`src/rtl/mps_pkg.sv`:
```
package mps_pkg;
  typedef enum logic [1:0] {
    MODE_SW   = 2'b00,
    MODE_PIN  = 2'b01,
    MODE_AUTO = 2'b10,
    MODE_RSVD = 2'b11
  } mode_e;

  localparam int PORT_W = 2;
  localparam logic [PORT_W-1:0] SEL_AUI = 2'b01;
  localparam logic [PORT_W-1:0] SEL_TP  = 2'b10;

  localparam int SWP_W = 2;
  localparam logic [SWP_W-1:0] SWP_TP_CODE = 2'b01;

  localparam int CTRL_BITS = 4;
  localparam logic [CTRL_BITS-1:0] CTRL_RESET = 4'b0010;
endpackage

```
`src/rtl/mps_sync.sv`:
```
module mps_sync #(
  parameter int STAGES = 2
) (
  input  logic clk,
  input  logic rst_n,
  input  logic d_async,
  output logic q_sync
);
  logic [STAGES-1:0] chain;

  generate
    if (STAGES == 1) begin : g_one
      always_ff @(posedge clk or negedge rst_n)
        if (!rst_n) chain <= '0;
        else        chain <= d_async;
    end else begin : g_many
      always_ff @(posedge clk or negedge rst_n)
        if (!rst_n) chain <= '0;
        else        chain <= {chain[STAGES-2:0], d_async};
    end
  endgenerate

  assign q_sync = chain[STAGES-1];
endmodule

```
`src/rtl/mps_ctrl_reg.sv`:
```
module mps_ctrl_reg
  import mps_pkg::*;
#(
  parameter int DATA_W = 8,
  parameter int ADDR_W = 1
) (
  input  logic              clk,
  input  logic              rst_n,
  input  logic              wr_en,
  input  logic [ADDR_W-1:0] addr,
  input  logic [DATA_W-1:0] wdata,
  output logic [DATA_W-1:0] rdata,
  output logic              pin_bit,
  output logic              auto_bit,
  output logic              wake_bit,
  output logic              match_bit,
  output logic [SWP_W-1:0]  sw_port
);
  localparam logic [ADDR_W-1:0] A_CTRL = '0;
  localparam logic [ADDR_W-1:0] A_SWP  = ADDR_W'(1);

  logic [CTRL_BITS-1:0] ctrl_q;
  logic [SWP_W-1:0]     swp_q;
  logic                 unused_hi;

  assign unused_hi = ^wdata[DATA_W-1:CTRL_BITS];

  always_ff @(posedge clk or negedge rst_n) begin
    if (!rst_n) begin
      ctrl_q <= CTRL_RESET;
      swp_q  <= '0;
    end else if (wr_en) begin
      if (addr == A_CTRL) ctrl_q <= wdata[CTRL_BITS-1:0];
      if (addr == A_SWP)  swp_q  <= wdata[SWP_W-1:0];
    end
  end

  always_comb begin
    rdata = '0;
    if (addr == A_CTRL)     rdata[CTRL_BITS-1:0] = ctrl_q;
    else if (addr == A_SWP) rdata[SWP_W-1:0]     = swp_q;
  end

  assign pin_bit   = ctrl_q[0];
  assign auto_bit  = ctrl_q[1];
  assign wake_bit  = ctrl_q[2];
  assign match_bit = ctrl_q[3];
  assign sw_port   = swp_q;

  // a write to control lands on the next edge
  assert_ctrl_write_R9: assert property (@(posedge clk) disable iff (!rst_n)
    (wr_en && addr == A_CTRL) |=> ({match_bit, wake_bit, auto_bit, pin_bit} == $past(wdata[CTRL_BITS-1:0])));
  // unused read bits are zero
  assert_rdata_hi_zero_R9: assert property (@(posedge clk) disable iff (!rst_n)
    rdata[DATA_W-1:CTRL_BITS] == '0);
endmodule

```
`src/rtl/mps_port_pick.sv`:
```
module mps_port_pick
  import mps_pkg::*;
(
  input  logic              clk,
  input  logic              rst_n,
  input  logic              pin_bit,
  input  logic              auto_bit,
  input  logic [SWP_W-1:0]  sw_port,
  input  logic              jumper_s,
  input  logic              link_s,
  output logic [PORT_W-1:0] port_sel,
  output logic              mode_err
);
  mode_e             mode;
  logic [PORT_W-1:0] sel_d;

  assign mode = mode_e'({auto_bit, pin_bit});

  always_comb begin
    unique case (mode)
      MODE_SW:   sel_d = (sw_port == SWP_TP_CODE) ? SEL_TP : SEL_AUI;
      MODE_PIN:  sel_d = jumper_s ? SEL_TP : SEL_AUI;
      MODE_AUTO: sel_d = link_s ? SEL_TP : SEL_AUI;
      default:   sel_d = port_sel;
    endcase
  end

  always_ff @(posedge clk or negedge rst_n) begin
    if (!rst_n) begin
      port_sel <= SEL_AUI;
      mode_err <= 1'b0;
    end else begin
      port_sel <= sel_d;
      mode_err <= (mode == MODE_RSVD);
    end
  end

  assert_onehot_sel_R6: assert property (@(posedge clk) disable iff (!rst_n)
    $countones(port_sel) == 1);
  assert_rsvd_hold_R5: assert property (@(posedge clk) disable iff (!rst_n)
    (mode == MODE_RSVD) |=> $stable(port_sel));
  assert_rsvd_flag_R5: assert property (@(posedge clk) disable iff (!rst_n)
    (mode == MODE_RSVD) |=> mode_err);
  assert_auto_link_R4: assert property (@(posedge clk) disable iff (!rst_n)
    (mode == MODE_AUTO && link_s) |=> (port_sel == SEL_TP));
  assert_pin_follow_R3: assert property (@(posedge clk) disable iff (!rst_n)
    (mode == MODE_PIN && !jumper_s) |=> (port_sel == SEL_AUI));
endmodule

```
`src/rtl/media_port_sel.sv`:
```
module media_port_sel
  import mps_pkg::*;
#(
  parameter int DATA_W      = 8,
  parameter int ADDR_W      = 1,
  parameter int SYNC_STAGES = 2
) (
  input  logic              clk,
  input  logic              rst_n,
  input  logic              reg_wr_en,
  input  logic [ADDR_W-1:0] reg_addr,
  input  logic [DATA_W-1:0] reg_wdata,
  output logic [DATA_W-1:0] reg_rdata,
  input  logic              jumper_pin,
  input  logic              link_good,
  input  logic              sleep_req,
  output logic [1:0]        port_sel,
  output logic              rx_keep_alive,
  output logic              match_mode_en,
  output logic              mode_err
);
  logic             pin_bit, auto_bit, wake_bit, match_bit;
  logic [SWP_W-1:0] sw_port;
  logic             jumper_s, link_s;

  mps_ctrl_reg #(.DATA_W(DATA_W), .ADDR_W(ADDR_W)) u_regs (
    .clk(clk), .rst_n(rst_n), .wr_en(reg_wr_en), .addr(reg_addr),
    .wdata(reg_wdata), .rdata(reg_rdata), .pin_bit(pin_bit),
    .auto_bit(auto_bit), .wake_bit(wake_bit), .match_bit(match_bit),
    .sw_port(sw_port)
  );

  mps_sync #(.STAGES(SYNC_STAGES)) u_sync_jumper (
    .clk(clk), .rst_n(rst_n), .d_async(jumper_pin), .q_sync(jumper_s)
  );

  mps_sync #(.STAGES(SYNC_STAGES)) u_sync_link (
    .clk(clk), .rst_n(rst_n), .d_async(link_good), .q_sync(link_s)
  );

  mps_port_pick u_pick (
    .clk(clk), .rst_n(rst_n), .pin_bit(pin_bit), .auto_bit(auto_bit),
    .sw_port(sw_port), .jumper_s(jumper_s), .link_s(link_s),
    .port_sel(port_sel), .mode_err(mode_err)
  );

  assign rx_keep_alive = sleep_req && wake_bit && link_s && (port_sel == SEL_TP);
  assign match_mode_en = match_bit && !pin_bit;

  assert_keep_alive_tp_R7: assert property (@(posedge clk) disable iff (!rst_n)
    rx_keep_alive |-> (port_sel == SEL_TP && sleep_req));
  assert_match_gate_R8: assert property (@(posedge clk) disable iff (!rst_n)
    match_mode_en |-> (reg_addr != '0 || reg_rdata[0] == 1'b0));
endmodule

```
`config.mk`:
```
export PLATFORM = sky130hd
export DESIGN_NAME = media_port_sel
export DESIGN_NICKNAME = d
export VERILOG_FILES = /design/src/rtl/mps_pkg.sv /design/src/rtl/mps_sync.sv /design/src/rtl/mps_ctrl_reg.sv /design/src/rtl/mps_port_pick.sv /design/src/rtl/media_port_sel.sv
export SDC_FILE = /design/constraint.sdc
export NUM_CORES = 1
export LEC_CHECK = 0
export BUFFER_PORTS_ARGS = -buffer_cell sky130_fd_sc_hd__buf_2
export CAP_MARGIN = 25
export CORE_MARGIN = 1
export CORE_UTILIZATION = 41
export DETAILED_ROUTE_END_ITERATION = 7
export GPL_ROUTABILITY_DRIVEN = 0
export PLACE_DENSITY_LB_ADDON = 0.25
export SKIP_CTS_REPAIR_TIMING = 1
export SYNTH_ARGS = -nofsm -noshare
export SYNTH_HDL_FRONTEND = slang
export SYNTH_SLANG_ARGS = --single-unit
```
`constraint.sdc`:
```
create_clock -name clk -period 3.16 [get_ports clk]
set_clock_uncertainty 0.15 [all_clocks]
set_input_delay 0.474 -clock clk [delete_from_list [all_inputs] [get_ports clk]]
set_output_delay 0.474 -clock clk [all_outputs]
set_load 0.05 [all_outputs]
```
==> impl_metrics.tcl <==
set metrics [dict create \
    outcome "finished clean" \
    finalPower_w 0.000476 \
    fmaxAchievable_mhz 517 \
    mostFrequentLayoutCells "buf_2 (19), dfrtp_1 (11), inv_1 (5), nand2_1 (5)" \
    critPathCaptureType "output pin" \
    drv_cap 0 \
    post_dp_cell_area_sq_um 731 \
    drc 0 \
    path_max_fanout 4 \
    grt_usage_pct 14.1 \
    io_buffers 19 \
    fin_crit_sh_pct 61.3 \
    hold_path.class "input port to flip-flop" \
    cts_tree "yes" \
    drt_first_iter_violations 7 \
    ant_nets 0 \
    totalWireLength_um 974 \
    synthesis.area_sq_um 636 \
    h-tree-depth 1 \
    first_pass_iters 4 \
    setup_tns_ns 0 \
    worstSetupPathType "flip-flop to output pin" \
    synth_area_per_cell_sq_um 11.6 \
    fp.dieH_um 41.4 \
    worstSkewPairLatency_ns 0.26 \
    async_flop_share_pct 100 \
    wl_per_cell_um 10.5 \
    synth_area_leader_cell "dfrtp_1" \
    fillers 126 \
    leakage_nw 0.399 \
    crit_required_ns 2.54 \
    overflow 0 \
    ys_warn_count 0 \
    postLayoutCoreUtil_pct 56.1 \
    fin_hold_ws_ns 0.164 \
    multiInputGateArea_sq_um 270 \
    finalSetupViolations 0 \
    clkTransAtPathRegs_ns 0.07 \
    grt_max_degree 14 \
    path_delay_family "flip-flops" \
    grt_pass1_vias 340 \
    crit_buf_inv 2 \
    clock-sinks 13 \
    grt_pass1_wl_um 1510 \
    antenna-diode-count 0 \
    avgViaCountPerCell 4.76 \
    synth_area_leaders "dfrtp_1 (43%), dfstp_2 (8.3%), ha_1 (7.9%), buf_4 (4.7%), mux2_4 (4.7%)" \
    seq_area_sq_um 328 \
    hold_viol 0 \
    cp_data_arrival_time_ns 1.31 \
    cts_root_buf "clkbuf_4" \
    antenna_found_initial 0 \
    critPathMaxStageDelay_ns 0.56 \
    die_x_um 41.4 \
    slew_viol_final 0 \
    vias 443 \
    initial_core_util_pct 46.5 \
    cts_buffers 3 \
    dp_hpwl_um 776 \
    slowest_stage "dfstp_2" \
    synth-edff-count 0 \
    syn_inst 55 \
    ys_types 21 \
    core-area_sq_um 1370 \
    final_layout_size_suffix_gt1_share_pct 38.5 \
    rows 13 \
    die_area_sq_um 1710 \
    fin_nets 98 \
    synth_ff_type "dfrtp_1" \
    ys_seq_area_share_pct 51.6 \
    peakVddDrop_v 0.000354 \
    mostFrequentLayoutCell "buf_2" \
    syn_to_final_growth_pct 20.7 \
    ys_ff_latch 13 \
    io_pins 28 \
    start_kind "flip-flop" \
    synth_top_area_share_pct 43.3 \
    final_area_sq_um 767 \
    clk_path_buf_depth 2 \
    rsz0062_at_grt "no" \
    crit_chain "inv_1, o21ai_0, buf_2" \
    powerDensity_nw_per_um2 621 \
    period_needed_ns 1.94 \
]
-- cell usage after synthesis (all sizes together) (2+ instances only) --
master,number
o21ai,4
dfstp,2
nand2,6
ha,4
and2b,2
inv,5
mux2,4
dfrtp,11
buf,4
nor2b,5
-- cells by family after synthesis --
group	synth area share (%)
flip-flops	51.6
multiplexers	8.27
AO/OA/AOI/OAI	8.66
buffers and inverters	7.68
other	0.590
adder cells (fa/ha/maj)	7.87
AND/OR/NAND/NOR	15.4
-- registers in the layout, indices dropped and copies added, names as in the netlist --
register             count
u_pick.port_sel          2
u_sync_link.chain        2
u_pick.mode_err          1
u_sync_jumper.chain      2
u_regs.ctrl_q            4
u_regs.sw_port           2
-- through the flow --
stage               instances  worst slack [ns]
CTS                        92              1.22
global placement           88              1.45
finish                     93              1.22
global route               93              1.13
floorplan                  58             0.721
detailed placement         88              1.44
-- report_power, final --
| group | internal, W | leakage, nW | switching [W] | total (W) |
|---|---|---|---|---|
| clock network | 0.0000487 | 0.0150 | 0.0000478 | 0.0000965 |
| registers | 0.000195 | 0.152 | 0.0000166 | 0.000211 |
| logic | 0.0000496 | 0.231 | 0.000119 | 0.000168 |
-- worst paths after layout --
kind	end	slack (ns)	cells past startpoint	start
hold / removal	u_sync_jumper.chain[0]	0.16	1	jumper_pin
min in group asynchronous	u_regs.sw_port[1]	0.46	2	rst_n
setup reg to reg	u_pick.port_sel[0]	1.51	5	u_regs.ctrl_q[1]
max in group asynchronous	u_regs.ctrl_q[1]	2.12	2	rst_n
hold reg to reg	u_sync_link.chain[1]	0.20	0	u_sync_link.chain[0]
setup / recovery	reg_rdata[1]	1.22	3	u_regs.ctrl_q[1]
-- area by class of cell --
type	count	share of cell area [%]
Clock buffer	4	3.43
Multi-Input combinational cell	36	35.2
Timing Repair Buffer	20	13.7
Inverter	5	2.45
Sequential cell	13	42.7
Tap cell	15	2.45
-- layer usage --
| layer | vias to the layer above | wire length [um] | GRT usage (%) |
|---|---|---|---|
| met3 | 2 | 56 | 3.19 |
| met5 | - | 0 | 0 |
| li1 | 220 | - | - |
| met1 | 204 | 439 | 19.8 |
| met2 | 17 | 467 | 20.3 |
| met4 | 0 | 11 | 7.26 |
(Power assumes the default switching activity.)
